**src/rtl/pio_timing_pkg.sv**
```systemverilog
`timescale 1ns/1ps
package pio_timing_pkg;

  typedef enum logic [1:0] {
    PH_IDLE    = 2'd0,
    PH_STROBE  = 2'd1,
    PH_RECOVER = 2'd2
  } phase_e;

  // strobes from control to datapath
  typedef struct packed {
    logic latchReq;   // accept request, load strobe and timeout counts
    logic loadRcv;    // load recovery count
    logic decCnt;     // decrement phase count
    logic decTmo;     // decrement ready timeout
    logic capture;    // capture read data
    logic setTmo;     // raise sticky timeout flag
  } pio_ctl_t;

  localparam logic [2:0] ADDR_CTRL = 3'd0;
  localparam logic [2:0] ADDR_DSTB = 3'd1;
  localparam logic [2:0] ADDR_DRCV = 3'd2;
  localparam logic [2:0] ADDR_TSTB = 3'd3;
  localparam logic [2:0] ADDR_TRCV = 3'd4;
  localparam logic [2:0] ADDR_TMO  = 3'd5;

  localparam int SLOW_CYCLE_NS  = 600;
  localparam int SLOW_DACT_NS   = 165;
  localparam int SLOW_TACT_NS   = 290;

  function automatic int ceilDiv(input int a, input int b);
    return (a + b - 1) / b;
  endfunction

endpackage

```
**src/rtl/pio_timing_dpath.sv**
```systemverilog
`timescale 1ns/1ps
module pio_timing_dpath
  import pio_timing_pkg::*;
#(
  parameter int FIELD_W = 8,
  parameter int DATA_W  = 16,
  parameter int CLK_NS  = 10
) (
  input  logic                 clk,
  input  logic                 rstN,
  input  logic                 cfgWe,
  input  logic [2:0]           cfgAddr,
  input  logic [1:0]           cfgBe,
  input  logic [2*FIELD_W-1:0] cfgWdata,
  output logic [2*FIELD_W-1:0] cfgRdata,
  input  logic                 reqDev,
  input  logic                 reqIsData,
  input  logic                 reqWrite,
  input  logic [DATA_W-1:0]    reqWdata,
  input  logic [DATA_W-1:0]    ataDin,
  input  pio_ctl_t             ctl,
  output logic [DATA_W-1:0]    reqRdata,
  output logic [DATA_W-1:0]    ataDout,
  output logic                 cntZero,
  output logic                 tmoZero,
  output logic                 enFlag,
  output logic                 stickyFlag,
  output logic                 curWrite
);
  localparam int CFG_W = 2 * FIELD_W;

  localparam int D_STB_I = ceilDiv(SLOW_DACT_NS, CLK_NS) - 1;
  localparam int D_RCV_I = ceilDiv(SLOW_CYCLE_NS, CLK_NS) - ceilDiv(SLOW_DACT_NS, CLK_NS) - 1;
  localparam int T_STB_I = ceilDiv(SLOW_TACT_NS, CLK_NS) - 1;
  localparam int T_RCV_I = ceilDiv(SLOW_CYCLE_NS, CLK_NS) - ceilDiv(SLOW_TACT_NS, CLK_NS) - 1;

  localparam logic [FIELD_W-1:0] D_STB_F = FIELD_W'(D_STB_I);
  localparam logic [FIELD_W-1:0] D_RCV_F = FIELD_W'(D_RCV_I);
  localparam logic [FIELD_W-1:0] T_STB_F = FIELD_W'(T_STB_I);
  localparam logic [FIELD_W-1:0] T_RCV_F = FIELD_W'(T_RCV_I);

  logic [CFG_W-1:0]   dStb, dRcv, tStb, tRcv, tmoReg;
  logic [FIELD_W-1:0] phaseCnt;
  logic [CFG_W-1:0]   tmoCnt;
  logic               curDev, curIsData;
  logic               clrSticky;

  function automatic logic [FIELD_W-1:0] pickLane(input logic [CFG_W-1:0] r, input logic dev);
    return dev ? r[CFG_W-1:FIELD_W] : r[FIELD_W-1:0];
  endfunction

  function automatic logic [CFG_W-1:0] laneMerge(input logic [CFG_W-1:0] oldV,
                                                  input logic [CFG_W-1:0] newV,
                                                  input logic [1:0]       be);
    logic [CFG_W-1:0] res;
    res = oldV;
    for (int i = 0; i < 2; i++) begin
      if (be[i]) res[i*FIELD_W +: FIELD_W] = newV[i*FIELD_W +: FIELD_W];
    end
    return res;
  endfunction

  assign clrSticky = cfgWe && (cfgAddr == ADDR_CTRL) && cfgBe[0] && cfgWdata[0];

  // timing registers
  always_ff @(posedge clk) begin
    if (!rstN) begin
      dStb   <= {D_STB_F, D_STB_F};
      dRcv   <= {D_RCV_F, D_RCV_F};
      tStb   <= {T_STB_F, T_STB_F};
      tRcv   <= {T_RCV_F, T_RCV_F};
      tmoReg <= '1;
      enFlag <= 1'b0;
    end else if (cfgWe) begin
      case (cfgAddr)
        ADDR_CTRL: if (cfgBe[1]) enFlag <= cfgWdata[CFG_W-1];
        ADDR_DSTB: dStb   <= laneMerge(dStb, cfgWdata, cfgBe);
        ADDR_DRCV: dRcv   <= laneMerge(dRcv, cfgWdata, cfgBe);
        ADDR_TSTB: tStb   <= laneMerge(tStb, cfgWdata, cfgBe);
        ADDR_TRCV: tRcv   <= laneMerge(tRcv, cfgWdata, cfgBe);
        ADDR_TMO:  tmoReg <= laneMerge(tmoReg, cfgWdata, cfgBe);
        default: ;
      endcase
    end
  end

  // sticky timeout: a new timeout wins over a clearing write
  always_ff @(posedge clk) begin
    if (!rstN)            stickyFlag <= 1'b0;
    else if (ctl.setTmo)  stickyFlag <= 1'b1;
    else if (clrSticky)   stickyFlag <= 1'b0;
  end

  always_comb begin
    case (cfgAddr)
      ADDR_CTRL: cfgRdata = {enFlag, {(CFG_W-2){1'b0}}, stickyFlag};
      ADDR_DSTB: cfgRdata = dStb;
      ADDR_DRCV: cfgRdata = dRcv;
      ADDR_TSTB: cfgRdata = tStb;
      ADDR_TRCV: cfgRdata = tRcv;
      ADDR_TMO:  cfgRdata = tmoReg;
      default:   cfgRdata = '0;
    endcase
  end

  // access context
  always_ff @(posedge clk) begin
    if (!rstN) begin
      curDev    <= 1'b0;
      curIsData <= 1'b0;
      curWrite  <= 1'b0;
      ataDout   <= '0;
    end else if (ctl.latchReq) begin
      curDev    <= reqDev;
      curIsData <= reqIsData;
      curWrite  <= reqWrite;
      ataDout   <= reqWdata;
    end
  end

  // phase and ready-timeout counters
  always_ff @(posedge clk) begin
    if (!rstN)              phaseCnt <= '0;
    else if (ctl.latchReq)  phaseCnt <= pickLane(reqIsData ? dStb : tStb, reqDev);
    else if (ctl.loadRcv)   phaseCnt <= pickLane(curIsData ? dRcv : tRcv, curDev);
    else if (ctl.decCnt)    phaseCnt <= phaseCnt - 1'b1;
  end

  always_ff @(posedge clk) begin
    if (!rstN)              tmoCnt <= '0;
    else if (ctl.latchReq)  tmoCnt <= tmoReg;
    else if (ctl.decTmo)    tmoCnt <= tmoCnt - 1'b1;
  end

  always_ff @(posedge clk) begin
    if (!rstN)             reqRdata <= '0;
    else if (ctl.capture)  reqRdata <= ataDin;
  end

  assign cntZero = (phaseCnt == '0);
  assign tmoZero = (tmoCnt == '0);

endmodule

```
**src/rtl/pio_timing_ctrl.sv**
```systemverilog
`timescale 1ns/1ps
module pio_timing_ctrl
  import pio_timing_pkg::*;
(
  input  logic     clk,
  input  logic     rstN,
  input  logic     reqValid,
  input  logic     ataIordy,
  input  logic     cntZero,
  input  logic     tmoZero,
  input  logic     enFlag,
  input  logic     curWrite,
  output pio_ctl_t ctl,
  output logic     reqAck,
  output logic     ataRdN,
  output logic     ataWrN,
  output logic     ataDoe,
  output logic     busy
);
  phase_e phase, nextPhase;
  logic   accept, endStrobe;

  always_comb begin
    ctl       = '0;
    nextPhase = phase;
    endStrobe = 1'b0;
    accept    = reqValid && enFlag &&
                ((phase == PH_IDLE) || ((phase == PH_RECOVER) && cntZero));
    case (phase)
      PH_IDLE: begin
        if (accept) nextPhase = PH_STROBE;
      end
      PH_STROBE: begin
        if (!ataIordy) begin
          if (tmoZero) begin
            endStrobe  = 1'b1;
            ctl.setTmo = 1'b1;
          end else begin
            ctl.decTmo = 1'b1;
          end
        end else if (cntZero) begin
          endStrobe = 1'b1;
        end else begin
          ctl.decCnt = 1'b1;
        end
        if (endStrobe) nextPhase = PH_RECOVER;
      end
      PH_RECOVER: begin
        if (cntZero) nextPhase = accept ? PH_STROBE : PH_IDLE;
        else         ctl.decCnt = 1'b1;
      end
      default: nextPhase = PH_IDLE;
    endcase
    ctl.latchReq = accept;
    ctl.loadRcv  = endStrobe;
    ctl.capture  = endStrobe;
  end

  always_ff @(posedge clk) begin
    if (!rstN) begin
      phase  <= PH_IDLE;
      reqAck <= 1'b0;
    end else begin
      phase  <= nextPhase;
      reqAck <= endStrobe;
    end
  end

  assign ataRdN = !((phase == PH_STROBE) && !curWrite);
  assign ataWrN = !((phase == PH_STROBE) && curWrite);
  assign ataDoe = (phase == PH_STROBE) && curWrite;
  assign busy   = (phase != PH_IDLE);

endmodule

```
**src/rtl/pio_timing_gen.sv**
```systemverilog
`timescale 1ns/1ps
module pio_timing_gen
  import pio_timing_pkg::*;
#(
  parameter int FIELD_W = 8,
  parameter int DATA_W  = 16,
  parameter int CLK_NS  = 10
) (
  input  logic                 clk,
  input  logic                 rstN,
  input  logic                 cfgWe,
  input  logic [2:0]           cfgAddr,
  input  logic [1:0]           cfgBe,
  input  logic [2*FIELD_W-1:0] cfgWdata,
  output logic [2*FIELD_W-1:0] cfgRdata,
  input  logic                 reqValid,
  input  logic                 reqDev,
  input  logic                 reqIsData,
  input  logic                 reqWrite,
  input  logic [DATA_W-1:0]    reqWdata,
  output logic                 reqAck,
  output logic [DATA_W-1:0]    reqRdata,
  output logic                 ataRdN,
  output logic                 ataWrN,
  input  logic                 ataIordy,
  input  logic [DATA_W-1:0]    ataDin,
  output logic [DATA_W-1:0]    ataDout,
  output logic                 ataDoe
);
  pio_ctl_t ctl;
  logic     cntZero, tmoZero, enFlag, stickyFlag, curWrite, busy;

  pio_timing_dpath #(.FIELD_W(FIELD_W), .DATA_W(DATA_W), .CLK_NS(CLK_NS)) u_dpath (
    .clk(clk), .rstN(rstN),
    .cfgWe(cfgWe), .cfgAddr(cfgAddr), .cfgBe(cfgBe), .cfgWdata(cfgWdata), .cfgRdata(cfgRdata),
    .reqDev(reqDev), .reqIsData(reqIsData), .reqWrite(reqWrite), .reqWdata(reqWdata),
    .ataDin(ataDin), .ctl(ctl), .reqRdata(reqRdata), .ataDout(ataDout),
    .cntZero(cntZero), .tmoZero(tmoZero), .enFlag(enFlag),
    .stickyFlag(stickyFlag), .curWrite(curWrite)
  );

  pio_timing_ctrl u_ctrl (
    .clk(clk), .rstN(rstN), .reqValid(reqValid), .ataIordy(ataIordy),
    .cntZero(cntZero), .tmoZero(tmoZero), .enFlag(enFlag), .curWrite(curWrite),
    .ctl(ctl), .reqAck(reqAck), .ataRdN(ataRdN), .ataWrN(ataWrN),
    .ataDoe(ataDoe), .busy(busy)
  );

endmodule

```
**config.mk**
```make
export PLATFORM = sky130hd
export DESIGN_NAME = pio_timing_gen
export DESIGN_NICKNAME = d
export VERILOG_FILES = /design/src/rtl/pio_timing_pkg.sv /design/src/rtl/pio_timing_dpath.sv /design/src/rtl/pio_timing_ctrl.sv /design/src/rtl/pio_timing_gen.sv
export SDC_FILE = /design/constraint.sdc
export NUM_CORES = 1
export LEC_CHECK = 0
export BUFFER_PORTS_ARGS = -buffer_cell sky130_fd_sc_hd__buf_2
export CAP_MARGIN = 20
export CORE_UTILIZATION = 50
export CTS_BUF_LIST = sky130_fd_sc_hd__clkbuf_4 sky130_fd_sc_hd__clkbuf_8
export DETAILED_ROUTE_END_ITERATION = 6
export GPL_TIMING_DRIVEN = 0
export PLACE_DENSITY = 0.72
export SETUP_SLACK_MARGIN = 0.4
export SKIP_LAST_GASP = 1
export SLEW_MARGIN = 20
export SYNTH_ARGS = -nofsm -noshare
export SYNTH_HDL_FRONTEND = slang
export SYNTH_SLANG_ARGS = --single-unit
```
**constraint.sdc**
```tcl
create_clock -name clk -period 6.33 [get_ports clk]
set_input_delay 0.3165 -clock clk [delete_from_list [all_inputs] [get_ports clk]]
set_output_delay 0.3165 -clock clk [all_outputs]
set_load 0.02 [all_outputs]
```
==> out/metrics.cfg <==
[outcome]
result_of_the_run=finished with violations
failed_checks=DRC

[critical_path]
r2r_cells=8
endpoint_kind=primary output
cp-start-kind=primary input
crit_start=cfgAddr[0]
worstReg2RegEnd=u_dpath.ataDout[15]
type_of_the_worst_setup_path=in -> out
rr_startpoint=u_dpath.phaseCnt[0]
worstPathRequired_ns=6.01
cp_max_fo=10
ff2ff_setup_slack_ns=3.36
crit_arrival_ns=2.96

[clocking]
cts_inserted_buffers=17
number_of_clock_sinks=144
clkLatencyLatePin_ns=0.46
post_cts.repair.setup_buffers=0
cts-root-to-sink-buffers=2
cts_root_buffer=sky130_fd_sc_hd__clkbuf_8
cts-hold-fix-buffers=0
cts_tree=built
clock_pin_slew_on_the_worst_setup_and_hold_paths_ns=0.08
cts_repair_resize_count=0
h-tree-depth=4

[timing]
finalClockSkew_ns=0.01092
layout_worst_path_cycle_share=0.5177
achievable_frequency_mhz=305.1
tns_ns=0
timing_hold_violations_final=0
final_setup_viols=0
rsz_0062_raised_after_global_routing=no
worst_slew_pin_slew_ns=1.194
final_worst_path_period_need_ns=3.277
timing.hold.ws_ns=0.08722
total_count_of_max_transition_violations_in_the_final_report=0
slew_headroom=0.2014

[final_layout]
area_growth_syn_to_layout_pct=17.86
instances_no_fill=1091
layout-drive-gt1-share=0.2120
layout.nets=970
insertedDiodeCount=0

[grt]
antenna_found_initial=0
global_route.peak_usage_layer=met2
met1_usage=0.3858
globalRouteTotalUtil=0.3005
grt_remaining_overflow=0
grt_pass1_wl_um=32430
grt_start_max_net_pins=17
first_global_vias=6043
use_met2=0.4742
gr_met3_demand_resource=0.08477

[power_and_ir_drop]
p_total_mw=2.520
cellLeakagePower_nw=3.301
cellPowerDensity_mw_per_mm2=310.2
vdd_drop_max_uv=252.6

[floorplan]
std_cell_rows=42
die_width_um=119.4
start_util=0.5165
floorplan.core_area_mm2=0.01335
die_outline_area_mm2=0.01426
pin_count=113
fp.dieH_um=119.4

[logic_synthesis]
yosysUniqueCellTypes=54
synthFlopType=sky130_fd_sc_hd__dfxtp_1
yosys_warnings=0
most_used_standard_cells_in_the_synthesized_netlist=144 x sky130_fd_sc_hd__dfxtp_1, 137 x sky130_fd_sc_hd__nand2_1, 80 x sky130_fd_sc_hd__mux2i_1, 61 x sky130_fd_sc_hd__nor2_1, 52 x sky130_fd_sc_hd__a21oi_1
number_of_flops_mapped_to_enable_cells_by_yosys=0
postSynthCellCount=774
yosys.cell_count.top_type=sky130_fd_sc_hd__dfxtp_1
synthesis.area_mm2=0.006894
synth_area_per_cell_um2=8.907
synth-seq-area-share=0.4181
synth_area_leaders=sky130_fd_sc_hd__dfxtp_1 42%, sky130_fd_sc_hd__mux2i_1 12%, sky130_fd_sc_hd__nand2_1 7.5%
ffs_latches_synth=144
post-synth-top-area-cell=sky130_fd_sc_hd__dfxtp_1
synth.net_count=841
async_flop_share=0
post-synth-top-area-fraction=0.4181

[route]
dr.pass1.iters=7
route.antenna.remaining_nets=0
routed_via_density=5.852
wl_um=20690
iter_0_drt_violations=523
via_count=6385
drc_errors=6
wl_cell_um=18.96

[placed_design]
portBuffers=109
post-dp-hpwl_um=14930
gp_routability_congestion=0.9512
dp.cells=1060

[hold_path]
worstHoldStart=reqWdata[13]
hold_path.class=in -> reg
hold_depth=3
hold_end=u_dpath.ataDout[13]

[flow_run]
max-cap-violations=0

layout by cell type, fill, tap and decap left out, types with 21 or more instances in the layout:
cell type and instances:
sky130_fd_sc_hd__a21oi_1 52, sky130_fd_sc_hd__a22oi_1 22, sky130_fd_sc_hd__buf_2 113, sky130_fd_sc_hd__clkbuf_1 42, sky130_fd_sc_hd__clkbuf_8 21, sky130_fd_sc_hd__dfxtp_1 144
sky130_fd_sc_hd__mux2i_1 80, sky130_fd_sc_hd__nand2_1 137, sky130_fd_sc_hd__nand3_1 28, sky130_fd_sc_hd__nor2_1 60, sky130_fd_sc_hd__o21ai_0 22
kinds of logic after synthesis:
kind of cell,Yosys count,share of synthesized area
and+or+nand+nor,277,0.1759
AOI/OAI and AO/OA,148,0.1363
adders and majority gates,6,0.01089
muxes,114,0.1978
DFF,144,0.4181
buffers and inverters,68,0.03938
xor gates and xnor gates,17,0.02160
worst max path at each step:
stage / cells after the start / to / slack, ns
after floorplan: 8 / u_dpath.phaseCnt[6] / 3.90
after global placement: 7 / cfgRdata[7] / 3.22
after detailed placement: 7 / cfgRdata[10] / 3.15
after CTS: 7 / cfgRdata[10] / 3.14
after global routing: 7 / cfgRdata[10] / 2.96
final: 7 / cfgRdata[10] / 3.05
cell type report:
type	instances	area (um^2)
buffer	57	230.2
clock buffer	22	296.5
clock inverter	9	153.9
fill	1207	5223
inverter	11	41.29
multi-input combinational	562	3747
sequential	144	2883
tap	176	220.2
timing repair buffer	110	553.0
critical path, stage by stage:
cell and delay [ns]:
sky130_fd_sc_hd__buf_2 0.10, sky130_fd_sc_hd__buf_1 0.49, sky130_fd_sc_hd__clkbuf_1 0.63, sky130_fd_sc_hd__buf_1 0.72, sky130_fd_sc_hd__mux2i_1 0.37, sky130_fd_sc_hd__o22ai_1 0.13, sky130_fd_sc_hd__buf_2 0.19
routing by layer:
metal / up-vias / wire (um) / part of all wire
li1: 3006 / - / -
met1: 3037 / 8706 / 0.42
met3: 42 / 1726 / 0.083
met5: - / 0 / 0
met2: 300 / 9688 / 0.47
met4: 0 / 565 / 0.027
flip-flops by register name, indices dropped and copies added (netlist names), 2 cells and up:
signal,count
u_dpath.tRcv,16
u_dpath.tStb,16
u_dpath.tmoCnt,16
u_dpath.dRcv,16
u_dpath.phaseCnt,8
u_dpath.ataDout,16
u_ctrl.phase,2
u_dpath.reqRdata,16
u_dpath.tmoReg,16
u_dpath.dStb,16
report_power, final:
part	leakage, nW	internal, mW	switching (mW)
clock network	0.225	0.474	0.357
registers	1.17	0.971	0.0581
logic	1.91	0.260	0.401
total	3.30	1.70	0.816
through the flow:
stage	worst slack [ns]	area, um^2	util
finish	3.053	8125	0.6087
global route	2.957	8125	0.6087
CTS	3.136	8123	0.6085
detailed placement	3.152	7672	0.5748
global placement	3.217	7660	0.5739
floorplan	3.900	6894	-
Note: power is estimated with default switching activity, not from simulation.
